[src/rtl/irq_pick_pkg.sv]
package irq_pick_pkg;

  localparam int unsigned SRC_COUNT = 16;
  localparam int unsigned CAUSE_W   = $clog2(SRC_COUNT);

  typedef enum logic [1:0] {
    LVL_USER  = 2'd0,
    LVL_SUPER = 2'd1,
    LVL_MID   = 2'd2,
    LVL_MACH  = 2'd3
  } lvl_e;

  typedef struct packed {
    logic                 take;
    logic [CAUSE_W-1:0]   cause;
  } pick_t;

endpackage

[src/rtl/irq_level_gate.sv]
module irq_level_gate
  import irq_pick_pkg::*;
#(
  parameter int unsigned N = SRC_COUNT
) (
  input  logic [N-1:0] cand_i,
  input  logic [N-1:0] deleg_i,
  input  logic [1:0]   priv_i,
  input  logic         mgie_i,
  input  logic         sgie_i,
  output logic [N-1:0] elig_o
);

  logic m_open;
  logic s_open;

  always_comb begin
    m_open = (priv_i < 2'(LVL_MACH)) ||
             ((priv_i == 2'(LVL_MACH)) && mgie_i);
    s_open = (priv_i < 2'(LVL_SUPER)) ||
             ((priv_i == 2'(LVL_SUPER)) && sgie_i);
  end

  for (genvar g = 0; g < N; g++) begin : g_src
    assign elig_o[g] = cand_i[g] & (deleg_i[g] ? s_open : m_open);
  end

endmodule

[src/rtl/irq_low_first.sv]
module irq_low_first #(
  parameter int unsigned N  = 16,
  localparam int unsigned IW = (N > 1) ? $clog2(N) : 1
) (
  input  logic [N-1:0]  vec_i,
  output logic          any_o,
  output logic [IW-1:0] idx_o
);

  always_comb begin
    any_o = 1'b0;
    idx_o = '0;
    for (int i = N - 1; i >= 0; i--) begin
      if (vec_i[i]) begin
        any_o = 1'b1;
        idx_o = IW'(i);
      end
    end
  end

endmodule

[src/rtl/irq_pick.sv]
module irq_pick
  import irq_pick_pkg::*;
(
  input  logic        clk,
  input  logic        rst_n,
  input  logic [15:0] pend_i,
  input  logic [15:0] en_i,
  input  logic [15:0] deleg_i,
  input  logic [1:0]  priv_i,
  input  logic        mgie_i,
  input  logic        sgie_i,
  output logic        take_o,
  output logic [3:0]  cause_o
);

  logic [SRC_COUNT-1:0] cand;
  logic [SRC_COUNT-1:0] elig;
  logic                 hit;
  logic [CAUSE_W-1:0]   hit_idx;
  pick_t                pick_q;

  assign cand = pend_i & en_i;

  irq_level_gate #(.N(SRC_COUNT)) u_gate (
    .cand_i (cand),
    .deleg_i(deleg_i),
    .priv_i (priv_i),
    .mgie_i (mgie_i),
    .sgie_i (sgie_i),
    .elig_o (elig)
  );

  irq_low_first #(.N(SRC_COUNT)) u_enc (
    .vec_i(elig),
    .any_o(hit),
    .idx_o(hit_idx)
  );

  always_ff @(posedge clk or negedge rst_n) begin
    if (!rst_n) begin
      pick_q <= '0;
    end else begin
      pick_q.take  <= hit;
      pick_q.cause <= hit ? hit_idx : '0;
    end
  end

  assign take_o  = pick_q.take;
  assign cause_o = pick_q.cause;

  AST_IDLE_CAUSE_ZERO: assert property (@(posedge clk) disable iff (!rst_n)
    !take_o |-> cause_o == 4'd0);

  AST_TAKE_NEEDS_CAND: assert property (@(posedge clk) disable iff (!rst_n)
    take_o |-> ((($past(pend_i & en_i)) >> cause_o) & 16'd1) == 16'd1);

  AST_NO_LOWER_CAND: assert property (@(posedge clk) disable iff (!rst_n)
    take_o |-> (($past(pend_i & en_i & ~deleg_i) | ($past(pend_i & en_i) & 16'd0))
                & ((16'd1 << cause_o) - 16'd1) & {16{$past(priv_i) != 2'd3}}) == 16'd0);

  AST_MACH_MASKED: assert property (@(posedge clk) disable iff (!rst_n)
    ($past(priv_i) == 2'd3 && !$past(mgie_i)) |-> !take_o);

  AST_SUPER_AT_MACH: assert property (@(posedge clk) disable iff (!rst_n)
    (take_o && $past(priv_i) == 2'd3) |-> (($past(deleg_i) >> cause_o) & 16'd1) == 16'd0);

  AST_SUPER_MASKED: assert property (@(posedge clk) disable iff (!rst_n)
    (take_o && $past(priv_i) == 2'd1 && !$past(sgie_i))
      |-> (($past(deleg_i) >> cause_o) & 16'd1) == 16'd0);

  AST_HOLD_NO_CAND: assert property (@(posedge clk) disable iff (!rst_n)
    ($past(pend_i & en_i) == 16'd0) |-> !take_o);

endmodule

[config.mk]
export PLATFORM = sky130hd
export DESIGN_NAME = irq_pick
export DESIGN_NICKNAME = d
export VERILOG_FILES = /design/src/rtl/irq_pick_pkg.sv /design/src/rtl/irq_level_gate.sv /design/src/rtl/irq_low_first.sv /design/src/rtl/irq_pick.sv
export SDC_FILE = /design/constraint.sdc
export NUM_CORES = 1
export LEC_CHECK = 0
export ABC_AREA = 1
export BUFFER_PORTS_ARGS = -buffer_cell sky130_fd_sc_hd__buf_4
export CORE_MARGIN = 2
export CORE_UTILIZATION = 39
export DETAILED_ROUTE_END_ITERATION = 12
export PLACE_DENSITY = 0.84
export SETUP_SLACK_MARGIN = 0.2
export SLEW_MARGIN = 20
export SYNTH_ARGS = -nofsm -noshare
export SYNTH_HDL_FRONTEND = slang
export SYNTH_SLANG_ARGS = --single-unit
[constraint.sdc]
create_clock -name clk -period 1 [get_ports clk]
set_clock_uncertainty 0.05 [all_clocks]
set_input_delay 0.2 -clock clk [delete_from_list [all_inputs] [get_ports clk]]
set_output_delay 0.2 -clock clk [all_outputs]
set_load 0.02 [all_outputs]
==> reports/qor.txt, run 1 <==
CTS Sinks -> 5
H-Tree Depth -> 1
num rows -> 14
Syn Std Cell Area -> 653 um^2
simple-gate portion of the synthesized area -> 0.387
Starting Density -> 0.424
register bit total from synthesis -> 5
distinct cell type count after synthesis -> 24
Syn Nets -> 153
Max Root-Sink Buffers -> 2
Placed Cells -> 186
Post-Synth XOR/XNOR Area -> 0
largest family of logic cells by synthesized area -> simple AND/OR/NAND/NOR gates
GP Congestion -> 0.789
die width -> 44.9 um
gr ovfl total -> 2
TritonCTS Buffers -> 3
Post-Syn Area per Cell -> 6.60 um^2
hpwl dp -> 2070 um
largest net degree at the start of global routing -> 9
vias in the first global route -> 1592
mux share of post-synthesis cell area -> 0
Ports -> 59
first-pass GRT wire length -> 7840 um
Port Buffer Count -> 58
first error -> [ERROR GRT-0116] Global routing finished with congestion. Check the congestion regions in the DRC Viewer.
sequential area share after synthesis -> 0.192
Synth Warn # -> 0
Halt Stage -> global routing
status -> stopped before the end
adder-cell area share of the yosys netlist -> 0
Die Y -> 44.9 um
Mapped Cells -> 99
gr usage total -> 0.555
post-synthesis compound-gate area fraction -> 0.322
Clk Tree Root Cell -> clkbuf_4
==> timing repair <==
action | in CTS
endpoints found under the setup margin | 10
resized for setup | 29
pin swaps | 13
setup buffers | 9
endpoints found under the hold margin | 5
hold buffers | 1
==> layer usage <==
metal	global-route usage	GRT overflow
met4	0.582	1
met3	0.288	0
met2	0.834	1
met5	0	0
met1	0.516	0
==> stage by stage <==
stage | hold WS (ns) | setup slack (ns) | instance area (um^2) | setup TNS, ns
floorplan | -0.146 | -0.414 | 706 | -1.72
global placement | -0.0488 | -0.653 | 1250 | -2.93
detailed placement | -0.0450 | -0.717 | 1250 | -3.33
CTS | 0.239 | -0.453 | 1510 | -1.88
==> synthesized netlist by cell type (all sizes together) <==
library cell  number  area [um^2]
o211ai             1         7.51
nand2             45          174
dfrtp              5          125
o21bai             2         15.0
nand3              3         15.0
and3               1         6.26
o2111ai           10          143
inv               13         48.8
a31oi              1         6.26
a21oi              4         23.8
nor2               5         28.8
nor3               2         10.0
buf                2         16.3
nand4              3         18.8
o21a               1         7.51
a21boi             1         7.51
==> cell families after synthesis <==
group | after synthesis
compound gates | 20
buf+inv | 15
simple gates | 59
flops | 5
==> run 2: changes to the inputs <==
Settings changed: CORE_AREA from default to 2 2 63 65, CORE_MARGIN 2 to default, CORE_UTILIZATION 39 to default, DIE_AREA from default to 0 0 65 67, PLACE_DENSITY 0.84 to default, PLACE_DENSITY_LB_ADDON from default to 0.15, SETUP_SLACK_MARGIN 0.2 to default.
==> run 2 against run 1 <==
Against the previous run:
- the flow now finishes, with violations (setup timing)
- synthesized cell count unchanged
- area after synthesis unchanged
==> reports/qor.txt, run 2 <==
Clock power frac -> 0.290
Max Fclk -> 0.689 GHz
Reg area -> 125 um^2
VDD IR max -> 0.000272 V
Worst path slowest cell -> nor3_2
area delta synth->final -> 134%
WS Path Type -> in -> reg
Final setup viols -> 5
Slew HR -> 0.818
Port Buffer Count -> 58 (unchanged)
Sw Share -> 0.311
CTS Sinks -> 5 (unchanged)
final worst setup slack -> -0.452 ns
final net count -> 240
Syn Std Cell Area -> 653 um^2 (unchanged)
pins over their slew limit -> 0
Clk Tree Root Cell -> clkbuf_8 (was clkbuf_4)
hold violation count in the final report -> 0
CP Launch Type -> primary input
H-Tree Depth -> 1 (unchanged)
Post-Syn Area per Cell -> 6.60 um^2 (unchanged)
leakage power -> 0.784 nW
area occupied by multi-input gates -> 579 um^2
clock-pin slew on the worst setup and hold paths -> 0.04 ns
first-pass GRT wire length -> 3760 um
Worst Max-Slew Pin Slew -> 0.271 ns
layout cell share with drive strength beyond 1 -> 0.605
vias in the first global route -> 906
Synth area leader -> nand2_1 (unchanged)
via count -> 962
Comb pwr share -> 0.521
Max Root-Sink Buffers -> 2 (unchanged)
hpwl dp -> 1970 um (was 2070 um)
1st-pass router iterations -> 4
crit path cell chain -> buf_8, nand2_8, nor2_4, inv_6, buf_8, o2111ai_4, nand4_1, nor3_2, nand2_1, nand3_1, a21oi_1
HP Class -> in -> async
Mapped Cells -> 99 (unchanged)
Die Y -> 67 um (was 44.9 um)
Worst Setup End Kind -> register
largest net degree at the start of global routing -> 8
die width -> 65 um (was 44.9 um)
Final Critical Period -> 1.45 ns
gr usage total -> 0.111
Syn Nets -> 153 (unchanged)
top post-synthesis cells by area -> nand2_1 (25%), dfrtp_1 (19%), o2111ai_2 (14%), inv_1 (6.9%), o2111ai_4 (4.0%) (unchanged)
initial antenna violation count -> 0
distinct cell type count after synthesis -> 24 (unchanged)
crit path max fanout -> 6
RSZ-0062 raised after global routing -> yes
register bit total from synthesis -> 5 (unchanged)
EDFF count, synth -> 0 (unchanged)
n_diodes -> 0
num rows -> 22 (was 14)
gr ovfl total -> 0
Buf+Inv Stages, Crit Path -> 3
Total Routed Length -> 2340 um
wire per inst -> 10.1 um
sequential area share after synthesis -> 0.192 (unchanged)
max incr delay on CP -> 0.21 ns
Synth Flop Type -> dfrtp_1 (unchanged)
Critical Path AT -> 1.50 ns
Critical Path Most Common Cell -> buf_8
Synth Warn # -> 0 (unchanged)
DP Worst Slack -> -0.758 ns (was -0.717 ns)
power per cell area -> 823 mW/mm^2
MaxCap Viol Count -> 0
max reg flops -> 4
most numerous cell in the Yosys netlist -> nand2_1 (unchanged)
area of the die -> 0.00436 mm^2
CP delay by family, top -> simple AND/OR/NAND/NOR gates
Crit path required time -> 1.05 ns
number of fill cells -> 379
TritonCTS Buffers -> 3 (unchanged)
Ports -> 59 (unchanged)
register share of total power -> 0.189
DR vias/cell -> 4.13
internal power -> 866 uW
CTS tree -> built
Final ANT Viol Nets -> 0
1st-iter DRT viols -> 14
Starting Density -> 0.181 (was 0.424)
Sum Neg Setup Slack -> -1.86 ns
failing checks -> setup timing
share of flip-flops with an asynchronous set or reset -> 1.00 (unchanged)
NetSw -> 391 uW
status -> finished with violations (was stopped before the end)
top cell type's share of synthesized area -> 0.247 (unchanged)
Post-route DRC -> 0
commonest cells in the netlist -> nand2_1 (43), inv_1 (12), o2111ai_2 (6) (unchanged)
Core Area -> 0.00361 mm^2
commonest non-fill, non-tap cells in the layout -> buf_4 (78), nand2_1 (41), inv_1 (11)
most common cell after layout, fill and taps aside -> buf_4
GP Congestion -> 0.750 (was 0.789)
Final period util -> 1.45
==> run 2: cell counts after synthesis <==
No cell type changed its count.
==> run 2: timing repair <==
action | in CTS | in global routing
hold buffers | 1 | 0
setup buffers | 6 | 1
hold endpoints to repair | 5 | 0
endpoints found under the setup margin | 5 | 5
resized for setup | 17 | 7
pin swaps | 7 | 3
==> run 2: cell type report <==
class	instances	share of cell area
inverter	13	0.0352
clock buffer	3	0.0270
tap	48	0.0393
timing repair buffer	84	0.434
sequential	5	0.0819
clock inverter	1	0.00328
multi-input combinational	79	0.379
==> run 2: metal layers <==
layer	wire length (um)	vias up	track usage
met4	4	0	0.0319
met3	114	2	0.0169
met2	1290	25	0.209
met1	930	422	0.128
li1	-	513	-
met5	0	-	0
==> run 2: cell families (layout without fill, tap and decap cells) <==
family          after synthesis  count (layout)  synth area share
simple gates                 59              59             0.387
compound gates               20              20             0.322
buf+inv                      15             101            0.0996
flops                         5               5             0.192
==> run 2: how the worst max path moves through the flow <==
stage            endpoint  startpoint  cells past startpoint  slack [ns]
5_1_grt        cause_o[1]   priv_i[1]                     11       -0.60
6_report       cause_o[1]   priv_i[1]                     11       -0.45
3_3_place_gp   cause_o[0]   priv_i[1]                     16       -0.71
4_1_cts        cause_o[1]   priv_i[1]                     11       -0.45
3_5_place_dp   cause_o[0]   priv_i[1]                     16       -0.76
2_1_floorplan  cause_o[1]   priv_i[1]                     10       -0.41
==> run 2: power groups by stage <==
stage                     clock network, mW  registers [mW]  logic, mW
after floorplan                           0           0.277      0.208
after global placement                    0           0.240      0.575
after detailed placement                  0           0.240      0.582
after CTS                             0.379           0.238      0.637
after global routing                  0.392           0.239      0.716
final                                 0.365           0.238      0.655
==> run 2: through the flow <==
step                       util  cell area [um^2]  power [mW]  cells  hold slack (ns)
after floorplan               -               706       0.484     99           -0.146
after global placement    0.367              1320       0.815    222          -0.0475
after detailed placement  0.367              1320       0.822    222          -0.0457
after CTS                 0.412              1490        1.25    232            0.265
after global routing      0.424              1530        1.35    233            0.270
final                     0.424              1530        1.26    233            0.269
(Power assumes the default switching activity.)
